**src/rtl/fsyn_pkg.sv**
```systemverilog
package fsyn_pkg;

   typedef enum logic {
      SHIFT_DIVIDE   = 1'b0,
      SHIFT_MULTIPLY = 1'b1
   } shift_dir_e;

   localparam int FSYN_MIN_PRESET = 2;

endpackage

```
**src/rtl/fsyn_edge_sync.sv**
```systemverilog
module fsyn_edge_sync #(
   parameter int STAGES = 2
) (
   input  logic clk,
   input  logic rst_n,
   input  logic din,
   output logic rise
);

   logic [STAGES-1:0] chain_q;
   logic              last_q;

   generate
      if (STAGES < 2) begin : g_bad_stages
         $error("fsyn_edge_sync: STAGES must be at least 2");
      end
   endgenerate

   generate
      for (genvar i = 0; i < STAGES; i++) begin : g_stage
         always_ff @(posedge clk) begin
            if (!rst_n) begin
               chain_q[i] <= 1'b0;
            end else if (i == 0) begin
               chain_q[i] <= din;
            end else begin
               chain_q[i] <= chain_q[(i == 0) ? 0 : i-1];
            end
         end
      end
   endgenerate

   always_ff @(posedge clk) begin
      if (!rst_n) begin
         last_q <= 1'b0;
      end else begin
         last_q <= chain_q[STAGES-1];
      end
   end

   assign rise = chain_q[STAGES-1] & ~last_q;

   // a boundary pulse lasts one cycle only
   a_r2_single_pulse: assert property (@(posedge clk) disable iff (!rst_n)
      rise |=> !rise);

endmodule

```
**src/rtl/fsyn_period_meter.sv**
```systemverilog
module fsyn_period_meter #(
   parameter int CNT_W = 16
) (
   input  logic             clk,
   input  logic             rst_n,
   input  logic             tick,
   input  logic             boundary,
   output logic [CNT_W-1:0] period_cnt,
   output logic             valid,
   output logic             ovf
);

   localparam logic [CNT_W-1:0] CNT_FULL = {CNT_W{1'b1}};

   logic [CNT_W-1:0] run_q;
   logic [CNT_W-1:0] hold_q;
   logic             armed_q;
   logic             spoiled_q;
   logic             valid_q;
   logic             ovf_q;

   always_ff @(posedge clk) begin
      if (!rst_n) begin
         run_q     <= '0;
         hold_q    <= '0;
         armed_q   <= 1'b0;
         spoiled_q <= 1'b0;
         valid_q   <= 1'b0;
         ovf_q     <= 1'b0;
      end else if (boundary) begin
         if (armed_q && !spoiled_q) begin
            hold_q  <= run_q;
            valid_q <= 1'b1;
         end
         armed_q   <= 1'b1;
         spoiled_q <= 1'b0;
         run_q     <= CNT_W'(tick);
      end else if (tick && armed_q) begin
         if (run_q == CNT_FULL) begin
            spoiled_q <= 1'b1;
            ovf_q     <= 1'b1;
         end else begin
            run_q <= run_q + 1'b1;
         end
      end
   end

   assign period_cnt = hold_q;
   assign valid      = valid_q;
   assign ovf        = ovf_q;

   // overflow flag is sticky
   a_r8_ovf_sticky: assert property (@(posedge clk) disable iff (!rst_n)
      ovf_q |=> ovf_q);

   // a discarded period leaves the latched value unchanged
   a_r8_hold_on_spoil: assert property (@(posedge clk) disable iff (!rst_n)
      (boundary && spoiled_q) |=> $stable(hold_q));

   // without a strobe or boundary the count does not move
   a_r10_no_tick_hold: assert property (@(posedge clk) disable iff (!rst_n)
      (!tick && !boundary) |=> $stable(run_q));

endmodule

```
**src/rtl/fsyn_scaler.sv**
```systemverilog
module fsyn_scaler
   import fsyn_pkg::*;
#(
   parameter int CNT_W      = 16,
   parameter int SHIFT_W    = 4,
   parameter int OFS_W      = 8,
   parameter bit ALLOW_LEFT = 1'b1
) (
   input  logic [CNT_W-1:0]   count_in,
   input  shift_dir_e         dir,
   input  logic [SHIFT_W-1:0] amt,
   input  logic [OFS_W-1:0]   ofs,
   output logic [CNT_W-1:0]   preset
);

   localparam int MAX_SH = (1 << SHIFT_W) - 1;
   localparam int EXT_W  = CNT_W + MAX_SH;
   localparam logic [CNT_W-1:0] FULL  = {CNT_W{1'b1}};
   localparam logic [CNT_W-1:0] FLOOR = CNT_W'(FSYN_MIN_PRESET);

   logic [CNT_W-1:0] shifted;
   logic [CNT_W:0]   sum;
   logic [CNT_W-1:0] sum_sat;
   logic [CNT_W-1:0] half;

   generate
      if (OFS_W > CNT_W) begin : g_bad_ofs
         $error("fsyn_scaler: OFS_W must not exceed CNT_W");
      end
      if (ALLOW_LEFT) begin : g_bidir
         logic [EXT_W-1:0] wide;
         always_comb begin
            wide = EXT_W'(count_in) << amt;
            if (dir == SHIFT_MULTIPLY) begin
               shifted = (|wide[EXT_W-1:CNT_W]) ? FULL : wide[CNT_W-1:0];
            end else begin
               shifted = count_in >> amt;
            end
         end
      end else begin : g_right_only
         always_comb begin
            shifted = count_in >> amt;
         end
      end
   endgenerate

   always_comb begin
      sum     = {1'b0, shifted} + (CNT_W+1)'(ofs);
      sum_sat = sum[CNT_W] ? FULL : sum[CNT_W-1:0];
      half    = sum_sat >> 1;
      preset  = (half < FLOOR) ? FLOOR : half;
   end

endmodule

```
**src/rtl/fsyn_tone_gen.sv**
```systemverilog
module fsyn_tone_gen #(
   parameter int CNT_W = 16
) (
   input  logic             clk,
   input  logic             rst_n,
   input  logic             en,
   input  logic             tick,
   input  logic [CNT_W-1:0] preset,
   output logic             wave
);

   logic [CNT_W-1:0] down_q;
   logic             wave_q;

   always_ff @(posedge clk) begin
      if (!rst_n) begin
         down_q <= '0;
         wave_q <= 1'b0;
      end else if (!en) begin
         down_q <= preset;
         wave_q <= 1'b0;
      end else if (tick) begin
         if (down_q <= CNT_W'(1)) begin
            wave_q <= ~wave_q;
            down_q <= preset;
         end else begin
            down_q <= down_q - 1'b1;
         end
      end
   end

   assign wave = wave_q;

   // the running counter never sits at zero
   a_r3_cnt_nonzero: assert property (@(posedge clk) disable iff (!rst_n)
      en |-> (down_q != '0));

   // no strobe, no change of the output
   a_r9_no_tick_stable: assert property (@(posedge clk) disable iff (!rst_n)
      (en && $past(en) && !tick) |=> $stable(wave_q));

endmodule

```
**src/rtl/freq_synth_ctr.sv**
```systemverilog
module freq_synth_ctr
   import fsyn_pkg::*;
#(
   parameter int CNT_W       = 16,
   parameter int SHIFT_W     = 4,
   parameter int OFS_W       = 8,
   parameter int SYNC_STAGES = 2,
   parameter bit ALLOW_LEFT  = 1'b1
) (
   input  logic               clk,
   input  logic               rst_n,
   input  logic               meas_tick,
   input  logic               gen_tick,
   input  logic               sig_in,
   input  logic               shift_dir,
   input  logic [SHIFT_W-1:0] shift_amt,
   input  logic [OFS_W-1:0]   ofs_corr,
   output logic               sq_out,
   output logic               ovf_flag,
   output logic               period_valid
);

   generate
      if (CNT_W < 4) begin : g_bad_width
         $error("freq_synth_ctr: CNT_W must be at least 4");
      end
      if (SHIFT_W < 1 || SHIFT_W > 5) begin : g_bad_shift
         $error("freq_synth_ctr: SHIFT_W must be 1..5");
      end
   endgenerate

   logic             edge_rise;
   logic [CNT_W-1:0] held_count;
   logic [CNT_W-1:0] reload_val;
   logic             valid_w;

   fsyn_edge_sync #(.STAGES(SYNC_STAGES)) u_sync (
      .clk  (clk),
      .rst_n(rst_n),
      .din  (sig_in),
      .rise (edge_rise)
   );

   fsyn_period_meter #(.CNT_W(CNT_W)) u_meter (
      .clk       (clk),
      .rst_n     (rst_n),
      .tick      (meas_tick),
      .boundary  (edge_rise),
      .period_cnt(held_count),
      .valid     (valid_w),
      .ovf       (ovf_flag)
   );

   fsyn_scaler #(
      .CNT_W     (CNT_W),
      .SHIFT_W   (SHIFT_W),
      .OFS_W     (OFS_W),
      .ALLOW_LEFT(ALLOW_LEFT)
   ) u_scale (
      .count_in(held_count),
      .dir     (shift_dir_e'(shift_dir)),
      .amt     (shift_amt),
      .ofs     (ofs_corr),
      .preset  (reload_val)
   );

   fsyn_tone_gen #(.CNT_W(CNT_W)) u_gen (
      .clk   (clk),
      .rst_n (rst_n),
      .en    (valid_w),
      .tick  (gen_tick),
      .preset(reload_val),
      .wave  (sq_out)
   );

   assign period_valid = valid_w;

   // output idles low until a period is known
   a_r1_idle_low: assert property (@(posedge clk) disable iff (!rst_n)
      !period_valid |-> !sq_out);

   // the reload value respects the floor
   a_r7_preset_floor: assert property (@(posedge clk) disable iff (!rst_n)
      period_valid |-> (reload_val >= CNT_W'(FSYN_MIN_PRESET)));

   // once valid, stays valid
   a_r2_valid_sticky: assert property (@(posedge clk) disable iff (!rst_n)
      period_valid |=> period_valid);

endmodule

```
**config.mk**
```make
export PLATFORM = sky130hd
export DESIGN_NAME = freq_synth_ctr
export DESIGN_NICKNAME = d
export VERILOG_FILES = /design/src/rtl/fsyn_pkg.sv /design/src/rtl/fsyn_edge_sync.sv /design/src/rtl/fsyn_period_meter.sv /design/src/rtl/fsyn_scaler.sv /design/src/rtl/fsyn_tone_gen.sv /design/src/rtl/freq_synth_ctr.sv
export SDC_FILE = /design/constraint.sdc
export NUM_CORES = 1
export LEC_CHECK = 0
export BUFFER_PORTS_ARGS = -buffer_cell sky130_fd_sc_hd__buf_4
export CORE_MARGIN = 4
export CORE_UTILIZATION = 35
export DETAILED_ROUTE_END_ITERATION = 6
export GPL_ROUTABILITY_DRIVEN = 0
export PLACE_DENSITY_LB_ADDON = 0.25
export SLEW_MARGIN = 20
export SYNTH_ARGS = -nofsm -noshare
export SYNTH_HDL_FRONTEND = slang
export SYNTH_HIERARCHICAL = 1
export SYNTH_SLANG_ARGS = --single-unit
```
**constraint.sdc**
```tcl
create_clock -name clk -period 6.1 [get_ports clk]
set_input_delay 1.525 -clock clk [delete_from_list [all_inputs] [get_ports clk]]
set_output_delay 1.525 -clock clk [all_outputs]
set_load 0.05 [all_outputs]
```
### Word-level counts from Yosys, hierarchy flattened

Cells that the tools add are included.

| word-level totals | value |
|---|---|
| register bits after elaboration | 56 |
| input port bits | 18 |
| output and inout bits | 3 |
| word-level logic and storage cells | 51 |

| operators by class | value |
|---|---|
| add/subtract/negate cells | 3 |
| order comparisons | 2 |
| equality and inequality tests | 3 |
| shift-type cells | 2 |
| muxes and demuxes | 10 |
| bitwise operators | 6 |
| reductions and logical operators | 13 |

Operators by type and width:

| kind | count |
|---|---|
| 2-to-1 mux 16 bit | 6 |
| left shift 16 x 4 -> 31 bit | 1 |
| adder 16 x 8 -> 17 bit | 1 |
| adder 16 x 1 -> 16 bit (second input constant) | 1 |
| == test 16 bit (second input constant) | 1 |
| less-or-equal comparator 16 x 1 -> 1 bit (second input constant) | 1 |
| right shift 16 x 4 -> 16 bit | 1 |
| subtractor 16 x 1 -> 16 bit (second input constant) | 1 |
| < comparator 15 x 2 -> 1 bit (second input constant) | 1 |
| 2-to-1 mux 15 bit | 1 |
| OR reduction 15 bit | 1 |
| AND reduction 2 bit | 6 |
| inverter 1 bit | 5 |
| inequality test 2 bit (second input constant) | 2 |
| 2-to-1 mux 1 bit | 3 |
| AND reduction 3 bit | 1 |
| logical AND 1 bit | 2 |
| nonzero test 2 bit | 1 |
| OR reduction 2 bit | 1 |
| bitwise AND 1 bit | 1 |
| zero test 1 bit | 1 |

### Logic depth before layout (Yosys ltp)

| depth | value |
|---|---|
| depth in word-level cells | 11 |
| mapped depth | 26 |
| mapped depth without buffers | 21 |

### Hierarchy

The synthesis kept the hierarchy.

Modules (own cells, without submodules):

| module | times used | cells an instance | area an instance (um^2) | seq. area each (um^2) |
|---|---|---|---|---|
| fsyn_scaler | 1 | 416 | 2944.1 | 0.0 |
| fsyn_period_meter | 1 | 176 | 1540.2 | 720.7 |
| fsyn_tone_gen | 1 | 148 | 1187.4 | 340.3 |
| fsyn_edge_sync | 1 | 7 | 92.6 | 60.1 |

### Worst setup path before layout

Ideal clock, no wire load.

| path | value |
|---|---|
| kind | input to register |
| start | input shift_amt[1] |
| end | register u_gen.down_q[0] |
| library setup time | 0.134 ns |
| arrival time | 6.187 ns |
| required time | 5.966 ns |
| path slack | -0.222 ns |
| stages | 21 |
| path buffers | 2 |
| path through | buf_6 mux2_4 a211o_1 mux4_2 o31ai_4 nand2_1 buf_6 a21oi_1 o21ai_0 ha_1 nor2b_1 o2111ai_1 a21o_1 a21oi_1 or3b_1 nor3_1 a211o_1 or3b_1 o31a_1 o311ai_0 o31ai_1 |

| on the way | value |
|---|---|
| cells in the longest elaborated chain, start to end | 11 |
| elaborated cells on any way between the ends | 12 |
| classes of those cells | add/sub (1); order compare (1); shift (2); mux (7); reduce/logical (1) |

RTL lines:

| what | RTL line | RTL |
|---|---|---|
| start: declaration | freq_synth_ctr.sv:16 | `input logic [SHIFT_W-1:0] shift_amt,` |
| left shift 16 x 4 -> 31 bit | fsyn_scaler.sv:33 | `wide = EXT_W'(count_in) << amt;` |
| OR reduction 15 bit | fsyn_scaler.sv:35 | `shifted = (\|wide[EXT_W-1:CNT_W]) ? FULL : wide[CNT_W-1:0];` |
| 2-to-1 mux 16 bit | fsyn_scaler.sv:35 |  |
| 2-to-1 mux 16 bit * | fsyn_scaler.sv:34 | `if (dir == SHIFT_MULTIPLY) begin` |
| adder 16 x 8 -> 17 bit * | fsyn_scaler.sv:48 | `sum = {1'b0, shifted} + (CNT_W+1)'(ofs);` |
| 2-to-1 mux 16 bit * | fsyn_scaler.sv:49 | `sum_sat = sum[CNT_W] ? FULL : sum[CNT_W-1:0];` |
| < comparator 15 x 2 -> 1 bit | fsyn_scaler.sv:51 | `preset = (half < FLOOR) ? FLOOR : half;` |
| 2-to-1 mux 15 bit * | fsyn_scaler.sv:51 |  |
| net reload_val[0] | freq_synth_ctr.sv:34 | `logic [CNT_W-1:0] reload_val;` |
| 2-to-1 mux 16 bit | fsyn_tone_gen.sv:23 | `if (down_q <= CNT_W'(1)) begin` |
| 2-to-1 mux 16 bit | fsyn_tone_gen.sv:22 | `end else if (tick) begin` |
| 2-to-1 mux 16 bit * | fsyn_tone_gen.sv:19 | `end else if (!en) begin` |
| end signal: assignment | fsyn_tone_gen.sv:20 | `down_q <= preset;` |
| end signal: assignment | fsyn_tone_gen.sv:25 | `down_q <= preset;` |
| end signal: assignment | fsyn_tone_gen.sv:27 | `down_q <= down_q - 1'b1;` |
| end: declaration | fsyn_tone_gen.sv:12 | `logic [CNT_W-1:0] down_q;` |

Mark *: on every way through the listed nets, which the timed path passes. The rest lies on a longest branch. The select of a mux whose other input is x is not followed.
A chain may end at the register's enable or synchronous reset.

### Worst setup path after layout

Same ends and word-level chain as after synthesis.

==> metrics.txt <==
status completed; Leak Pwr 2.599 nW; Diodes inserted 0; Crit path arrival time 6.14 ns; DRC violations left 0; Vias per Instance 6.063; Iteration-0 DRC Markers 586; Pwr Total 1.148 mW; Clock Latency Late Sink around 0.30 ns; largest net degree at the start of global routing 43; Post-synth EDFFs 0; Hold Path Cell Cnt 1; Layout area overhead 20.90%; RR Endpoint u_gen/down_q[0]; most frequent cells after synthesis nand2_1 (93), nor2_1 (61), dfxtp_1 (56); final slew viol count 0; Die W 136.3 µm; H-tree depth 2; total track usage 0.1968; async set-reset flop share out of synthesis 0; Total Wirelength 18610 µm; vias 6275; synthesized area per cell 7.717 µm²; CP Capture Type flip-flop; Syn Nets slightly below 800; worst-path fanout max 8; CTS tree done; slew of the pin with the lowest slew margin 1.011 ns; initial antenna violation count 0; unrepaired setup endpoints after global routing true; Final nets roughly 850; critical path's slowest cell fa_2; share of the synthesized area in the top cell type 0.1945; Clock Skews a little under 0.01 ns; fmax 167.8 MHz; Final Setup Violations 0; TritonCTS buffer count 5; initial core utilization 0.3603; die footprint 0.01859 mm²; DR pass1 iterations 5; first-pass GRT wire length between 20000 and 30000 µm; Worst Hold Endpoint u_sync/chain_q[1]; CP required roughly 6.3 ns; vias in the first global route 5887; average wire per standard cell approximately 18 µm; maximum vdd drop 99.86 µV; Synth area leaders dfxtp_1 (19%), mux2i_1 (6.3%), nand2_1 (6.1%); #FFs+latches synth between 50 and 60; Crit Reg-Reg Startpoint u_meter/period_cnt[5]; most common cell in the netlist nand2_1; clock tree buffer depth 2; Core Area 0.01600 mm²; Reg2Reg Depth 23; Mapped Area 0.005764 mm²; YS warnings 6; Seq/Total Area, Yosys 0.1945; hold path start u_sync/chain_q[0]; slowest stage delay, CP 0.42 ns; Most used DFF post-synth dfxtp_1; MaxCap Viol Count 0; final hold vios 0; library cells used by synthesis 94; # clock sinks 56; max_slew headroom 0.3234; hold buffers post-CTS 0; reg2reg setup slack 0.92 ns; Mapped Cells 747; Final min period 5.959 ns; final core utilization 0.4356; die height 136.3 µm; Setup CP Type input pin to flip-flop; area leader, netlist dfxtp_1; Post-DP HPWL 14110 µm; I/O Pins 21; hold crit path type flip-flop to flip-flop; FP Rows 46; startpoint types input pin; IO Port Bufs 20; Post-DRT Antenna Nets 0; ratio of cells with drive above 1 in the final layout 0.2613; fillers 1653; power density cells 164.8 mW/mm²; CTS root buf clkbuf_16; gr ovfl total 0; final worst-path cycle share 0.9768; CTS clock-pin slew for the worst setup and hold paths roughly 0.080 ns
-- power breakdown --
group | switching, mW | internal, mW
clock network | 0.145 | 0.159
logic | 0.239 | 0.201
registers | 0.0231 | 0.381
total | 0.408 | 0.740
-- per-layer routing --
| metal | wire (µm) | up-vias | global-route usage | share of wire |
|---|---|---|---|---|
| met3 | 1301 | 45 | 0.02961 | 0.070 |
| met4 | 533 | 0 | 0.06103 | 0.029 |
| li1 | - | 2979 | - | - |
| met2 | 8527 | 273 | 0.3239 | 0.46 |
| met5 | 0 | - | 0 | 0 |
| met1 | 8251 | 2978 | 0.2654 | 0.44 |
-- critical path, delay by kind of cell --
family / cells / cell delay (ns)
muxes: 1 / 0.16
buffers and inverters: 5 / 0.62
and+or+nand+nor: 6 / 1.28
AOI/OAI and AO/OA: 12 / 2.11
adders and majority gates: 1 / 0.42
-- cell families after synthesis --
kind of cell | after synthesis | share of synthesized area
flip-flops | 56 | 0.1945
AND/OR/NAND/NOR | 291 | 0.2605
adder cells (fa/ha/maj) | 11 | 0.02518
AO/OA/AOI/OAI | 247 | 0.3056
buffers and inverters | 75 | 0.06512
XOR/XNOR | 6 | 0.009116
other | 1 | 0.0006506
multiplexers | 60 | 0.1394
-- sequential cells by signal, indices dropped and copies added, names as in the netlist --
signal              flops
u_meter/ovf             1
u_gen/down_q           16
u_gen/wave              1
u_meter/spoiled_q       1
u_meter/run_q          16
u_meter/armed_q         1
u_sync/chain_q          2
u_sync/last_q           1
u_meter/period_cnt     16
u_meter/valid           1
-- what timing repair did --
item / in CTS / in global routing
pin swaps: 0 / 21
endpoints found under the setup margin: 1 / 2
gates cloned: 0 / 0
setup buffers: 0 / 9
resized for setup: 1 / 31
hold endpoints to repair: 0 / 0
-- layout make-up --
| cell class | instances | area [µm²] | area share |
|---|---|---|---|
| sequential | 56 | 1121 | 0.1609 |
| clock inverter | 3 | 28.78 | 0.004129 |
| inverter | 17 | 63.81 | 0.009156 |
| multi-input combinational | 616 | 4417 | 0.6338 |
| timing repair buffer | 122 | 943.4 | 0.1354 |
| tap | 216 | 270.3 | 0.03878 |
| clock buffer | 5 | 125.1 | 0.01795 |
-- metrics by stage --
step | worst slack (ns) | instance area (µm²) | hold WS [ns] | setup TNS, ns | cells
CTS | 0.01577 | 6777 | 0.4408 | 0 | 1026
global placement | -0.2754 | 6616 | 0.4177 | -0.3184 | 1018
finish | 0.1415 | 6969 | 0.4335 | 0 | 1035
floorplan | -0.0007483 | 5799 | 0.4057 | -0.0007483 | 747
detailed placement | -0.3644 | 6616 | 0.4170 | -0.4501 | 1018
global route | -0.1242 | 6969 | 0.4545 | -0.1242 | 1035
-- how the worst max path moves through the flow --
stage | startpoint | end | slack (ns) | cells after the start
2_1_floorplan | shift_amt[1] | u_gen/down_q[0] | -0.0007 | 21
3_3_place_gp | shift_amt[1] | u_gen/down_q[0] | -0.28 | 25
3_5_place_dp | shift_amt[1] | u_gen/down_q[0] | -0.36 | 25
4_1_cts | shift_amt[1] | u_gen/down_q[0] | 0.02 | 23
5_1_grt | shift_amt[1] | u_gen/down_q[0] | -0.12 | 24
6_report | shift_amt[1] | u_gen/down_q[0] | 0.14 | 25
-- layout by cell type, fill, tap and decap left out, drive strengths merged, types with 11 or more instances in the layout --
master and n:
a211oi 11, a21boi 18, a21oi 57, buf 122, dfxtp 56, inv 20, mux2i 36, mux4 15
nand2 94, nand3 15, nand4 14, nor2 61, nor2b 14, nor3 22, o21a 12, o21ai 50
o31ai 12, or3 15
Power figures use the tool's default switching activity.
